**src/rtl/sertx_pkg.sv**
```systemverilog
package sertx_pkg;
  localparam int ADDR_W = 5;
  localparam int DATA_W = 8;
  localparam int RATE_W = 8;

  localparam logic [ADDR_W-1:0] OFS_MODE    = 5'h00;
  localparam logic [ADDR_W-1:0] OFS_RATE    = 5'h02;
  localparam logic [ADDR_W-1:0] OFS_CTRL    = 5'h04;
  localparam logic [ADDR_W-1:0] OFS_TXDATA  = 5'h06;
  localparam logic [ADDR_W-1:0] OFS_STAT    = 5'h08;
  localparam logic [ADDR_W-1:0] OFS_FIFOCTL = 5'h0C;
  localparam logic [ADDR_W-1:0] OFS_LINE    = 5'h12;
  localparam logic [ADDR_W-1:0] OFS_EXT     = 5'h14;

  localparam int CTRL_RXEN  = 4;
  localparam int CTRL_TXEN  = 5;
  localparam int FCTL_RXRST = 1;
  localparam int FCTL_TXRST = 2;
  localparam int ST_RXERR   = 7;
  localparam int ST_TEND    = 6;
  localparam int ST_TDFE    = 5;
  localparam int ST_BRK     = 4;
  localparam int ST_RDY     = 0;
  localparam int LS_OVR     = 0;
  localparam int EXT_SEL    = 4;

  // control -> datapath strobes and settings
  typedef struct packed {
    logic              push;
    logic [DATA_W-1:0] pushData;
    logic              txEnable;
    logic              txFifoRst;
    logic [RATE_W-1:0] rate;
  } txCmd_t;

  // datapath -> control condition signals
  typedef struct packed {
    logic fifoEmpty;
    logic fifoFull;
    logic shifterIdle;
  } txStat_t;
endpackage

```
**src/rtl/sertx_ctrl.sv**
```systemverilog
module sertx_ctrl
  import sertx_pkg::*;
(
  input  logic              clk,
  input  logic              rstN,
  input  logic              busSel,
  input  logic              busWrite,
  input  logic              busHalf,
  input  logic [ADDR_W-1:0] busAddr,
  input  logic [15:0]       busWData,
  output logic [15:0]       busRData,
  output txCmd_t            cmd,
  input  txStat_t           stat
);
  logic wrByte, wrHalf, rateVisible, statWr, lineWr;
  logic [15:0]       modeReg;
  logic [RATE_W-1:0] rateReg;
  logic [7:0]        extReg;
  logic txEn, rxEn, txRst, rxRst;
  logic tend, tdfe, rxErr, brk, rdy, ovr;

  assign wrByte      = busSel & busWrite & ~busHalf;
  assign wrHalf      = busSel & busWrite & busHalf;
  assign rateVisible = ~extReg[EXT_SEL];
  assign statWr      = wrHalf & (busAddr == OFS_STAT);
  assign lineWr      = wrHalf & (busAddr == OFS_LINE);

  always_ff @(posedge clk or negedge rstN) begin
    if (!rstN) begin
      modeReg <= '0;
      rateReg <= '0;
      extReg  <= '0;
      txEn    <= 1'b0;
      rxEn    <= 1'b0;
      txRst   <= 1'b0;
      rxRst   <= 1'b0;
    end else begin
      if (wrHalf && busAddr == OFS_MODE) modeReg <= busWData;
      if (wrByte && busAddr == OFS_RATE && rateVisible) rateReg <= busWData[RATE_W-1:0];
      if (wrByte && busAddr == OFS_EXT) extReg <= busWData[7:0];
      if (wrHalf && busAddr == OFS_CTRL) begin
        txEn <= busWData[CTRL_TXEN];
        rxEn <= busWData[CTRL_RXEN];
      end
      if (wrHalf && busAddr == OFS_FIFOCTL) begin
        txRst <= busWData[FCTL_TXRST];
        rxRst <= busWData[FCTL_RXRST];
      end
    end
  end

  // sticky flags: set by condition, cleared only by writing 0
  always_ff @(posedge clk or negedge rstN) begin
    if (!rstN) begin
      tend  <= 1'b1;
      tdfe  <= 1'b1;
      rxErr <= 1'b0;
      brk   <= 1'b0;
      rdy   <= 1'b0;
      ovr   <= 1'b0;
    end else begin
      tdfe  <= stat.fifoEmpty | (tdfe & ~(statWr & ~busWData[ST_TDFE]));
      tend  <= (stat.fifoEmpty & stat.shifterIdle) |
               (tend & ~(statWr & ~busWData[ST_TEND]));
      rxErr <= rxErr & ~(statWr & ~busWData[ST_RXERR]);
      brk   <= brk & ~(statWr & ~busWData[ST_BRK]);
      rdy   <= rdy & ~(statWr & ~busWData[ST_RDY]);
      ovr   <= ovr & ~(lineWr & ~busWData[LS_OVR]);
    end
  end

  always_comb begin
    busRData = '0;
    if (busSel && !busWrite) begin
      unique case (busAddr)
        OFS_MODE:    busRData = modeReg;
        OFS_RATE:    busRData = rateVisible ? 16'(rateReg) : 16'h0;
        OFS_CTRL:    busRData = 16'((txEn << CTRL_TXEN) | (rxEn << CTRL_RXEN));
        OFS_STAT:    busRData = 16'((rxErr << ST_RXERR) | (tend << ST_TEND) |
                                    (tdfe << ST_TDFE) | (brk << ST_BRK) | (rdy << ST_RDY));
        OFS_FIFOCTL: busRData = 16'((txRst << FCTL_TXRST) | (rxRst << FCTL_RXRST));
        OFS_LINE:    busRData = 16'(ovr << LS_OVR);
        OFS_EXT:     busRData = 16'(extReg);
        default:     busRData = '0;
      endcase
    end
  end

  assign cmd.push      = wrByte & (busAddr == OFS_TXDATA);
  assign cmd.pushData  = busWData[DATA_W-1:0];
  assign cmd.txEnable  = txEn;
  assign cmd.txFifoRst = txRst;
  assign cmd.rate      = rateReg;

  // an empty queue raises the empty flag in the next cycle
  assert_tdfe_follows_empty_R8: assert property (@(posedge clk) disable iff (!rstN)
    stat.fifoEmpty |=> tdfe);
  // empty queue with idle shifter raises the end flag
  assert_tend_follows_idle_R9: assert property (@(posedge clk) disable iff (!rstN)
    (stat.fifoEmpty && stat.shifterIdle) |=> tend);
  // a halfword write to the byte-wide rate register is ignored
  assert_rate_size_guard_R2: assert property (@(posedge clk) disable iff (!rstN)
    (wrHalf && busAddr == OFS_RATE) |=> $stable(rateReg));
endmodule

```
**src/rtl/sertx_datapath.sv**
```systemverilog
module sertx_datapath
  import sertx_pkg::*;
#(
  parameter int DEPTH    = 16,
  parameter int BIT_UNIT = 32
) (
  input  logic   clk,
  input  logic   rstN,
  input  txCmd_t cmd,
  output txStat_t stat,
  output logic   txLine
);
  localparam int PTR_W   = (DEPTH > 1) ? $clog2(DEPTH) : 1;
  localparam int CNT_W   = $clog2(DEPTH + 1);
  localparam int SUB_W   = (BIT_UNIT > 1) ? $clog2(BIT_UNIT) : 1;
  localparam int FRAME_N = DATA_W + 2;
  localparam int LEFT_W  = $clog2(FRAME_N + 1);

  logic [DATA_W-1:0] mem [DEPTH];
  logic [PTR_W-1:0]  wrPtr, rdPtr;
  logic [CNT_W-1:0]  count;
  logic              empty, full, pushOk, canStart;

  logic [DATA_W:0]   frameBits;
  logic [LEFT_W-1:0] bitsLeft;
  logic [SUB_W-1:0]  subCnt;
  logic [RATE_W-1:0] divCnt;
  logic              busy, subEnd, bitTick, lastTick;

  assign empty    = (count == '0);
  assign full     = (count == CNT_W'(DEPTH));
  assign busy     = (bitsLeft != '0);
  assign subEnd   = (subCnt == SUB_W'(BIT_UNIT - 1));
  assign bitTick  = busy & subEnd & (divCnt >= cmd.rate);
  assign lastTick = bitTick & (bitsLeft == LEFT_W'(1));
  assign pushOk   = cmd.push & ~full & ~cmd.txFifoRst;
  assign canStart = cmd.txEnable & ~cmd.txFifoRst & ~empty & (~busy | lastTick);

  function automatic logic [PTR_W-1:0] nextPtr(input logic [PTR_W-1:0] p);
    return (p == PTR_W'(DEPTH - 1)) ? '0 : p + 1'b1;
  endfunction

  always_ff @(posedge clk) begin
    if (pushOk) mem[wrPtr] <= cmd.pushData;
  end

  always_ff @(posedge clk or negedge rstN) begin
    if (!rstN) begin
      wrPtr <= '0;
      rdPtr <= '0;
      count <= '0;
    end else if (cmd.txFifoRst) begin
      wrPtr <= '0;
      rdPtr <= '0;
      count <= '0;
    end else begin
      if (pushOk)   wrPtr <= nextPtr(wrPtr);
      if (canStart) rdPtr <= nextPtr(rdPtr);
      count <= count + CNT_W'(pushOk) - CNT_W'(canStart);
    end
  end

  always_ff @(posedge clk or negedge rstN) begin
    if (!rstN) begin
      frameBits <= '1;
      bitsLeft  <= '0;
      subCnt    <= '0;
      divCnt    <= '0;
      txLine    <= 1'b1;
    end else if (canStart) begin
      frameBits <= {1'b1, mem[rdPtr]};
      bitsLeft  <= LEFT_W'(FRAME_N);
      subCnt    <= '0;
      divCnt    <= '0;
      txLine    <= 1'b0;
    end else if (bitTick) begin
      bitsLeft  <= bitsLeft - 1'b1;
      subCnt    <= '0;
      divCnt    <= '0;
      txLine    <= frameBits[0];
      frameBits <= {1'b1, frameBits[DATA_W:1]};
    end else if (busy) begin
      if (subEnd) begin
        subCnt <= '0;
        divCnt <= divCnt + 1'b1;
      end else begin
        subCnt <= subCnt + 1'b1;
      end
    end
  end

  assign stat.fifoEmpty   = empty;
  assign stat.fifoFull    = full;
  assign stat.shifterIdle = ~busy;

  // line idles high
  assert_idle_high_R3: assert property (@(posedge clk) disable iff (!rstN)
    !busy |-> txLine);
  // fill level bounded by depth
  assert_no_overflow_R5: assert property (@(posedge clk) disable iff (!rstN)
    count <= CNT_W'(DEPTH));
  // push into a full queue without a pop leaves it full
  assert_full_drop_R5: assert property (@(posedge clk) disable iff (!rstN)
    (full && cmd.push && !canStart && !cmd.txFifoRst) |=> (count == CNT_W'(DEPTH)));
  // a disabled transmitter stays idle
  assert_no_start_disabled_R6: assert property (@(posedge clk) disable iff (!rstN)
    (!cmd.txEnable && !busy) |=> !busy);
  // flush empties the queue
  assert_flush_empties_R7: assert property (@(posedge clk) disable iff (!rstN)
    cmd.txFifoRst |=> (count == '0));
endmodule

```
**src/rtl/sertx_top.sv**
```systemverilog
module sertx_top
  import sertx_pkg::*;
#(
  parameter int DEPTH    = 16,
  parameter int BIT_UNIT = 32
) (
  input  logic        clk,
  input  logic        rstN,
  input  logic        busSel,
  input  logic        busWrite,
  input  logic        busHalf,
  input  logic [4:0]  busAddr,
  input  logic [15:0] busWData,
  output logic [15:0] busRData,
  output logic        txLine
);
  txCmd_t  cmd;
  txStat_t stat;

  sertx_ctrl i_ctrl (
    .clk(clk), .rstN(rstN), .busSel(busSel), .busWrite(busWrite), .busHalf(busHalf),
    .busAddr(busAddr), .busWData(busWData), .busRData(busRData), .cmd(cmd), .stat(stat)
  );

  sertx_datapath #(.DEPTH(DEPTH), .BIT_UNIT(BIT_UNIT)) i_datapath (
    .clk(clk), .rstN(rstN), .cmd(cmd), .stat(stat), .txLine(txLine)
  );
endmodule

```
**config.mk**
```make
export PLATFORM = sky130hd
export DESIGN_NAME = sertx_top
export DESIGN_NICKNAME = d
export VERILOG_FILES = /design/src/rtl/sertx_pkg.sv /design/src/rtl/sertx_ctrl.sv /design/src/rtl/sertx_datapath.sv /design/src/rtl/sertx_top.sv
export SDC_FILE = /design/constraint.sdc
export NUM_CORES = 1
export LEC_CHECK = 0
export ABC_AREA = 1
export BUFFER_PORTS_ARGS = -buffer_cell sky130_fd_sc_hd__buf_4
export CAP_MARGIN = 0
export CORE_MARGIN = 2
export CORE_UTILIZATION = 57
export DETAILED_ROUTE_END_ITERATION = 8
export HOLD_SLACK_MARGIN = 0.12
export PLACE_DENSITY = 0.78
export SLEW_MARGIN = 20
export SYNTH_ARGS = -nofsm -noshare
export SYNTH_HDL_FRONTEND = slang
export SYNTH_SLANG_ARGS = --single-unit
```
**constraint.sdc**
```tcl
create_clock -name clk -period 6.9 [get_ports clk]
set_input_delay 0.345 -clock clk [delete_from_list [all_inputs] [get_ports clk]]
set_output_delay 0.345 -clock clk [all_outputs]
set_load 0.02 [all_outputs]
```
==> metrics.md, run 1 <==
| Metric | Value |
|---|---|
| 1st-iter DRT viols | `approximately 750` |
| First drt pass iteration count | `5` |
| Post-synthesis adder-cell area fraction | `0.0331` |
| CTS root buffer | `clkbuf_16` |
| Tightest Pin Transition | `0.965 ns` |
| CTS sink cnt | `209` |
| Cells after Synth | `between 900 and 1,000` |
| Worst Path Arrival | `roughly 3.4 ns` |
| P&R area growth vs syn | `12.7%` |
| Mapped Nets | `1,022` |
| Vias in the first global route | `6,552` |
| Final HPWL DP | `approximately 14 mm` |
| Die Span Y | `134 µm` |
| Final WS setup | `3.83 ns` |
| Met3 Use GR | `0.0363` |
| Worst flop-to-flop path startpoint | `i_ctrl.rateReg[7]` |
| First-pass GRT wire length | `approximately 34 mm` |
| P_leak | `4.57 nW` |
| Antenna violations before repair | `0` |
| Largest cells by area after synthesis | `edfxtp_1 (40%), dfrtp_1 (18%), nand2_1 (8.0%)` |
| Post-CTS setup repair buffer count | `0` |
| # IOs | `between 40 and 50` |
| Simple-gate portion of the synthesized area | `0.205` |
| WL per Instance | `around 17 µm` |
| Endpoint, Worst Hold | `i_datapath.mem[6][2]` |
| RSZ-0062 raised after global routing | `false` |
| Grt ovf | `0` |
| Rel. slew slack | `0.357` |
| Final worst-path cycle share | `0.445` |
| Crit start category | `register` |
| Worst-Skew Late Latency | `0.52 ns` |
| Cell Pwr Density | `about 310 nW/µm²` |
| Largest net degree at the start of global routing | `82` |
| Starting density of the core | `0.584` |
| Synth area leader | `edfxtp_1` |
| Final ANT Viol Nets | `0` |
| FF-to-FF path depth | `19` |
| R2R Setup Slk | `3.83 ns` |
| Crit. End Element | `register` |
| Gp weighted congestion | `~0.85` |
| Largest family of logic cells by synthesized area | `simple AND/OR/NAND/NOR gates` |
| Final Hold Fails | `0` |
| Max Transition Viols Final | `0` |
| GR Layer Usage met1 | `0.356` |
| Layout cells sized above 1 | `0.136` |
| Die area | `18,100 µm²` |
| H-tree depth | `1` |
| Placed cell count | `1,206` |
| DR DRC count | `0` |
| Core Box Area | `16,600 µm²` |
| Status | `finished clean` |
| WP data required | `7.27 ns` |
| GRT Overall Usage | `0.242` |
| Yosys cell types | `42` |
| Number of synthesized flops with an enable pin | `about 130` |
| Top-area cell type share of the netlist area | `0.397` |
| Nets | `around 1,100` |
| Max Root-Sink Buffers | `3` |
| Post-synth top flop | `edfxtp_1` |
| Synth Warn # | `0` |
| Critical path class | `reg2reg` |
| Row count | `47` |
| Clock-pin transition on the worst setup and hold timing paths | `0.06 ns` |
| TritonCTS clock tree | `done` |
| Worst slack at placement | `about 3.9 ns` |
| Post-Synthesis Cell Area | `9690 µm²` |
| Reg-to-Reg End | `i_datapath.count[4]` |
| Port bufs | `between 40 and 50` |
| Setup_tns | `0 ns` |
| Die width | `134 µm` |
| Ys async rst share | `0.388` |
| Clk_skew | `0.0229 ns` |
| Overall Power | `0.00340 W` |
| Crit path time final | `3.07 ns` |
| Non-Filler Instances | `approximately 1,300` |
| Max frequency | `approximately 0.33 GHz` |
| Max_cap viols | `0` |
| Ant diodes | `0` |
| Post-synthesis register bit count | `about 210` |
| Vias | `6,903` |
| Syn_area_per_cell | `9.98 µm²` |
| Hold Path Class | `in2reg` |
| Compound-gate portion of the synthesized area | `0.0784` |
| Vias per cell | `5.50` |
| Hold_sp | `busWData[2]` |
| Worst VDD drop | `0.247 mV` |
| Register area share after synthesis | `0.607` |
| PostCTS Resize Cnt | `0` |
| Mux share of post-synthesis cell area | `0.0108` |
| Post-Route WL | `21.2 mm` |
| Hold Path Stages | `1` |
| Met2 global-route usage | `0.377` |
| WHS | `about 0.19 ns` |
| CTS buffer count | `22` |
| Xor/xnor share of the synthesized area | `0.00723` |
| Gr busiest metal | `met2` |
| Critical path fanouts, max | `10` |
| Final setup violation count | `0` |
[power breakdown]
group | total (W) | switching [W] | internal (W)
sequential | 0.00149 | 0.0000559 | 0.00144
clock | 0.00114 | 0.000482 | 0.000658
combinational | 0.000765 | 0.000511 | 0.000254
[per-layer routing]
metal	vias to the layer above	wire [µm]
met5	-	0
met4	0	419
met3	31	1720
li1	3339	-
met2	287	9890
met1	3246	9180
[repair_timing]
action,in CTS,in global routing
endpoints found under the hold margin,78,0
hold buffers,9,0
endpoints found under the setup margin,0,0
[cells in the final DEF, fill, tap and decap left out, types with 4 or more instances in the layout]
cell type      count
nand3_1           69
clkbuf_16         22
inv_1             89
dfstp_2           11
o21ai_0           69
xor2_1             6
dfrtp_1           69
a21oi_1           27
mux2_4             4
clkbuf_8           6
nand2_2            7
nor2_1           130
o21ai_1           25
mux2_2             4
dlygate4sd3_1      9
nand2_4            5
ha_1              24
nand2_1          207
buf_4             44
clkbuf_1           4
inv_2              8
nor3_1             6
edfxtp_1         128
nor2_4             7
clkinv_2           6
nand4_1            6
o22ai_1            4
o211ai_1           8
[worst max-delay path by stage]
stage / startpoint / endpoint / slack (ns) / cells after the start
final: i_ctrl.rateReg[7] / i_datapath.count[4] / 3.83 / 19
after global routing: i_ctrl.rateReg[7] / i_datapath.count[4] / 3.62 / 18
after CTS: i_ctrl.rateReg[7] / i_datapath.count[4] / 3.83 / 19
after detailed placement: i_ctrl.rateReg[7] / i_datapath.count[4] / 3.85 / 19
after global placement: i_ctrl.rateReg[7] / i_datapath.count[4] / 4.00 / 18
after floorplan: i_ctrl.rateReg[7] / i_datapath.count[4] / 4.18 / 18
[cell usage after synthesis, types with 3 or more instances]
library cell	n
nand2_1	207
nor2_1	130
edfxtp_1	128
inv_1	89
dfrtp_1	70
nand3_1	69
o21ai_0	69
a21oi_1	27
o21ai_1	25
ha_1	24
buf_2	16
dfstp_2	11
inv_2	8
o211ai_1	8
nand2_2	7
nor2_4	7
buf_4	6
nand4_1	6
nor3_1	6
xor2_1	6
buf_6	5
nand2_4	5
mux2_2	4
mux2_4	4
o22ai_1	4
a31oi_1	3
a41oi_1	3
nand3b_1	3
nor2_2	3
or2_2	3
[worst max-delay path, cell delays in order, from the launching register on]
cell and delay (ns):
dfrtp_1 0.37, inv_1 0.06, ha_1 0.29, nand2_1 0.07, nor2_1 0.18, nand4_1 0.12
nand3_2 0.15, nand3_1 0.10, nand2_2 0.18, ha_1 0.26, inv_1 0.06, ha_1 0.14
inv_1 0.06, fa_1 0.36, inv_1 0.10, a21oi_1 0.08, nor2_1 0.09, nor2_1 0.06
xor2_1 0.15, nor2_1 0.05
[flip-flops by register name, indices dropped and copies added, names as in the netlist, 5 cells and up]
name                  cells
i_ctrl.extReg             8
i_ctrl.modeReg           16
i_ctrl.rateReg            8
i_datapath.count          5
i_datapath.divCnt         8
i_datapath.frameBits      8
i_datapath.mem          128
i_datapath.subCnt         5
[kinds of logic after synthesis]
logic type | count (synthesis)
adder cells (fa/ha/maj) | 25
flip-flops | 209
AND/OR/NAND/NOR | 451
XOR/XNOR | 8
AO/OA/AOI/OAI | 142
multiplexers | 8
buffers and inverters | 128
[cell type report]
cell class              instances  area [µm²]
flip-flops and latches        209        5890
fillers                      1271        5660
multi-input cells             634        3240
clock buffers                  32         648
repair buffers                 54         432
inverters                      98         370
well taps                     220         275
clock inverters                 8        67.6
[through the flow]
stage / cell area [µm²] / utilization
6_report: 10900 / 0.659
2_1_floorplan: 9690 / -
5_1_grt: 10900 / 0.659
3_3_place_gp: 10100 / 0.610
3_5_place_dp: 10100 / 0.610
4_1_cts: 10900 / 0.658
No activity file was read; power rests on OpenSTA's default activity.
==> run 2: changes to the inputs <==
--- a/config.mk
+++ b/config.mk
@@ -9,10 +9,10 @@
 export BUFFER_PORTS_ARGS = -buffer_cell sky130_fd_sc_hd__buf_4
 export CAP_MARGIN = 0
 export CORE_MARGIN = 2
-export CORE_UTILIZATION = 57
+export CORE_UTILIZATION = 56
 export DETAILED_ROUTE_END_ITERATION = 8
 export HOLD_SLACK_MARGIN = 0.12
-export PLACE_DENSITY = 0.78
+export PLACE_DENSITY = 0.79
 export SLEW_MARGIN = 20
 export SYNTH_ARGS = -nofsm -noshare
 export SYNTH_HDL_FRONTEND = slang
==> constraint.sdc (replaced) <==
create_clock -name clk -period 2.8 [get_ports clk]
set_input_delay 0.14 -clock clk [delete_from_list [all_inputs] [get_ports clk]]
set_output_delay 0.14 -clock clk [all_outputs]
set_load 0.02 [all_outputs]
==> run 2 against run 1 <==
Against the previous run:
- critical path depth is 1 higher
- sequential share of layout area is 2.1 points lower
- count of clock-buffer cells in the layout is 1 lower
- first-iteration DRC count is 19% lower
- utilization is 0.60 points higher
- final cell count is 4.2% higher
- clock skew is 0.0024 ns lower
- power is 150% higher
==> metrics.md, run 2 (synthesis results as in run 1) <==
| Metric | Value |
|---|---|
| Status | `finished clean` |
| TritonCTS clock tree | `done` |
| Comb power frac | `0.234` |
| Die width | `136 µm` |
| Sw Ratio | `0.307` |
| Top reg by flops | `i_datapath.mem` |
| Placed cell count | `roughly 1,200` |
| Clock-pin transition on the worst setup and hold timing paths | `0.06 ns` |
| Worst slack at placement | `0.0513 ns` |
| P_leak | `4.79 nW` |
| Post-Route WL | `22.7 mm` |
| Max frequency | `around 0.38 GHz` |
| Switching power | `0.00257 W` |
| Final Hold Fails | `0` |
| Starting density of the core | `0.566` |
| Final worst-path cycle share | `0.947` |
| Setup_tns | `0 ns` |
| H-tree depth | `1` |
| WHS | `0.166 ns` |
| First drt pass iteration count | `5` |
| Nets | `1,120` |
| Layout cells sized above 1 | `0.175` |
| DR DRC count | `0` |
| Hold Path Class | `in2reg` |
| Non-Filler Instances | `1,308` |
| Port bufs | `42` |
| Crit path time final | `2.65 ns` |
| Grt ovf | `0` |
| Clk_skew | `0.0206 ns` |
| Core Box Area | `17,100 µm²` |
| Largest register FFs | `128` |
| Final ANT Viol Nets | `0` |
| Vias in the first global route | `7,012` |
| Footprint of the multi-input gates | `3330 µm²` |
| Storage cell area | `5890 µm²` |
| Worst VDD drop | `a little under 0.5 mV` |
| Most common cell after layout, fill and taps aside | `nand2_1` |
| Die area | `around 18,000 µm²` |
| Critical path class | `reg2reg` |
| Crit. End Element | `register` |
| Rel. slew slack | `0.485` |
| Worst Path Arrival | `3.04 ns` |
| First-pass GRT wire length | `35.7 mm` |
| 1st-iter DRT viols | `600` |
| Row count | `48` |
| Overall Power | `0.00838 W` |
| Max_cap viols | `0` |
| Vias per cell | `around 5.5` |
| Max Transition Viols Final | `0` |
| Gp weighted congestion | `0.913` |
| Biggest regs | `i_datapath.mem: 128 flops, i_ctrl.modeReg: 16 flops` |
| Final setup violation count | `0` |
| CTS sink cnt | `about 210` |
| # IOs | `43` |
| Largest net degree at the start of global routing | `just over 80` |
| Sequential Power Share | `0.441` |
| Final WS setup | `0.148 ns` |
| Antenna violations before repair | `0` |
| Most frequent cells in the layout | `nand2_1 (206), nor2_1 (128), edfxtp_1 (128)` |
| Final HPWL DP | `14.3 mm` |
| GRT Overall Usage | `0.250` |
| Internal power | `just under 0.006 W` |
| Die Span Y | `136 µm` |
| CTS root buffer | `clkbuf_16` |
| WP data required | `3.19 ns` |
| Cell Pwr Density | `736 nW/µm²` |
| Clock power frac | `0.324` |
| Vias | `7,193` |
| CTS buffer count | `22` |
| Worst-Skew Late Latency | `0.52 ns` |
| WL per Instance | `17.4 µm` |
| P&R area growth vs syn | `17.4%` |
| Filler cells | `1,218` |
| Critical path fanouts, max | `3` |
| Ant diodes | `0` |
| Max Root-Sink Buffers | `3` |
| Crit start category | `register` |
| Tightest Pin Transition | `0.773 ns` |
[run 2: cell types whose count changed in the layout (fill, tap and decap cells not counted), moves of 2 or more]
cell           delta
buf_4            +39
clkbuf_1          +4
clkbuf_8          -5
clkinv_1          +3
clkinv_2          -5
dlygate4sd3_1    +11
ha_1              -7
ha_2              +2
ha_4              +5
inv_1             -6
inv_2             +5
nor2_1            -2
nor2_2            +2
[run 2: worst paths after layout]
path                                            from             endpoint  slack [ns]  depth (start not counted)
worst min-delay path                      busAddr[2]         i_ctrl.rxRst        0.17                          5
worst max register to register  i_datapath.divCnt[1]  i_datapath.count[4]        0.15                         20
max in group asynchronous                       rstN  i_datapath.rdPtr[0]        2.03                          2
worst max-delay path            i_datapath.divCnt[1]  i_datapath.count[4]        0.15                         20
worst min register to register      i_ctrl.extReg[0]     i_ctrl.extReg[0]        0.49                          2
min in group asynchronous                       rstN  i_datapath.rdPtr[2]        0.25                          2
[run 2: per-layer routing]
layer	wire length, µm	share of wire	global-route usage
met5	0	0	0
met2	11200	0.49	0.412
met1	9400	0.41	0.343
met4	612	0.027	0.0793
met3	1580	0.069	0.0441
[run 2: layout make-up]
class                   count  share of cell area
flip-flops and latches    209               0.517
clock inverters             7             0.00627
inverters                  98              0.0328
multi-input cells         634               0.293
clock buffers              31              0.0523
repair buffers            104              0.0734
well taps                 225              0.0248
[run 2: stage by stage]
stage               area [µm²]   util
floorplan                 9690      -
global placement         10300  0.603
detailed placement       10300  0.603
CTS                      11200  0.654
global route             11400  0.664
finish                   11400  0.664
[run 2: power groups by stage]
stage / Combinational, W / Clock, W / Sequential, W
final: 0.00196 / 0.00272 / 0.00370
after floorplan: 0.00143 / 0 / 0.00371
after global placement: 0.00180 / 0 / 0.00374
after global routing: 0.00220 / 0.00287 / 0.00372
after detailed placement: 0.00186 / 0 / 0.00375
after CTS: 0.00190 / 0.00275 / 0.00369
[run 2: repair_timing]
item	in CTS	in global routing
setup endpoints to repair	0	3
hold buffers	20	0
gates resized for setup	0	22
setup buffers	0	11
hold endpoints to repair	225	0
[run 2: critical path: stages, from the launching register on]
cell     delay (ns)
dfrtp_1        0.41
ha_1           0.30
nand2_1        0.09
nand2_1        0.07
nand2_1        0.05
nand2_1        0.04
nand2_1        0.06
nand3_2        0.09
nand3_2        0.09
nand2_2        0.07
ha_4           0.24
inv_2          0.06
ha_4           0.13
inv_2          0.04
fa_2           0.32
inv_2          0.06
a21oi_1        0.06
nor2_1         0.11
nor2_1         0.06
xor2_1         0.13
nor2_1         0.05
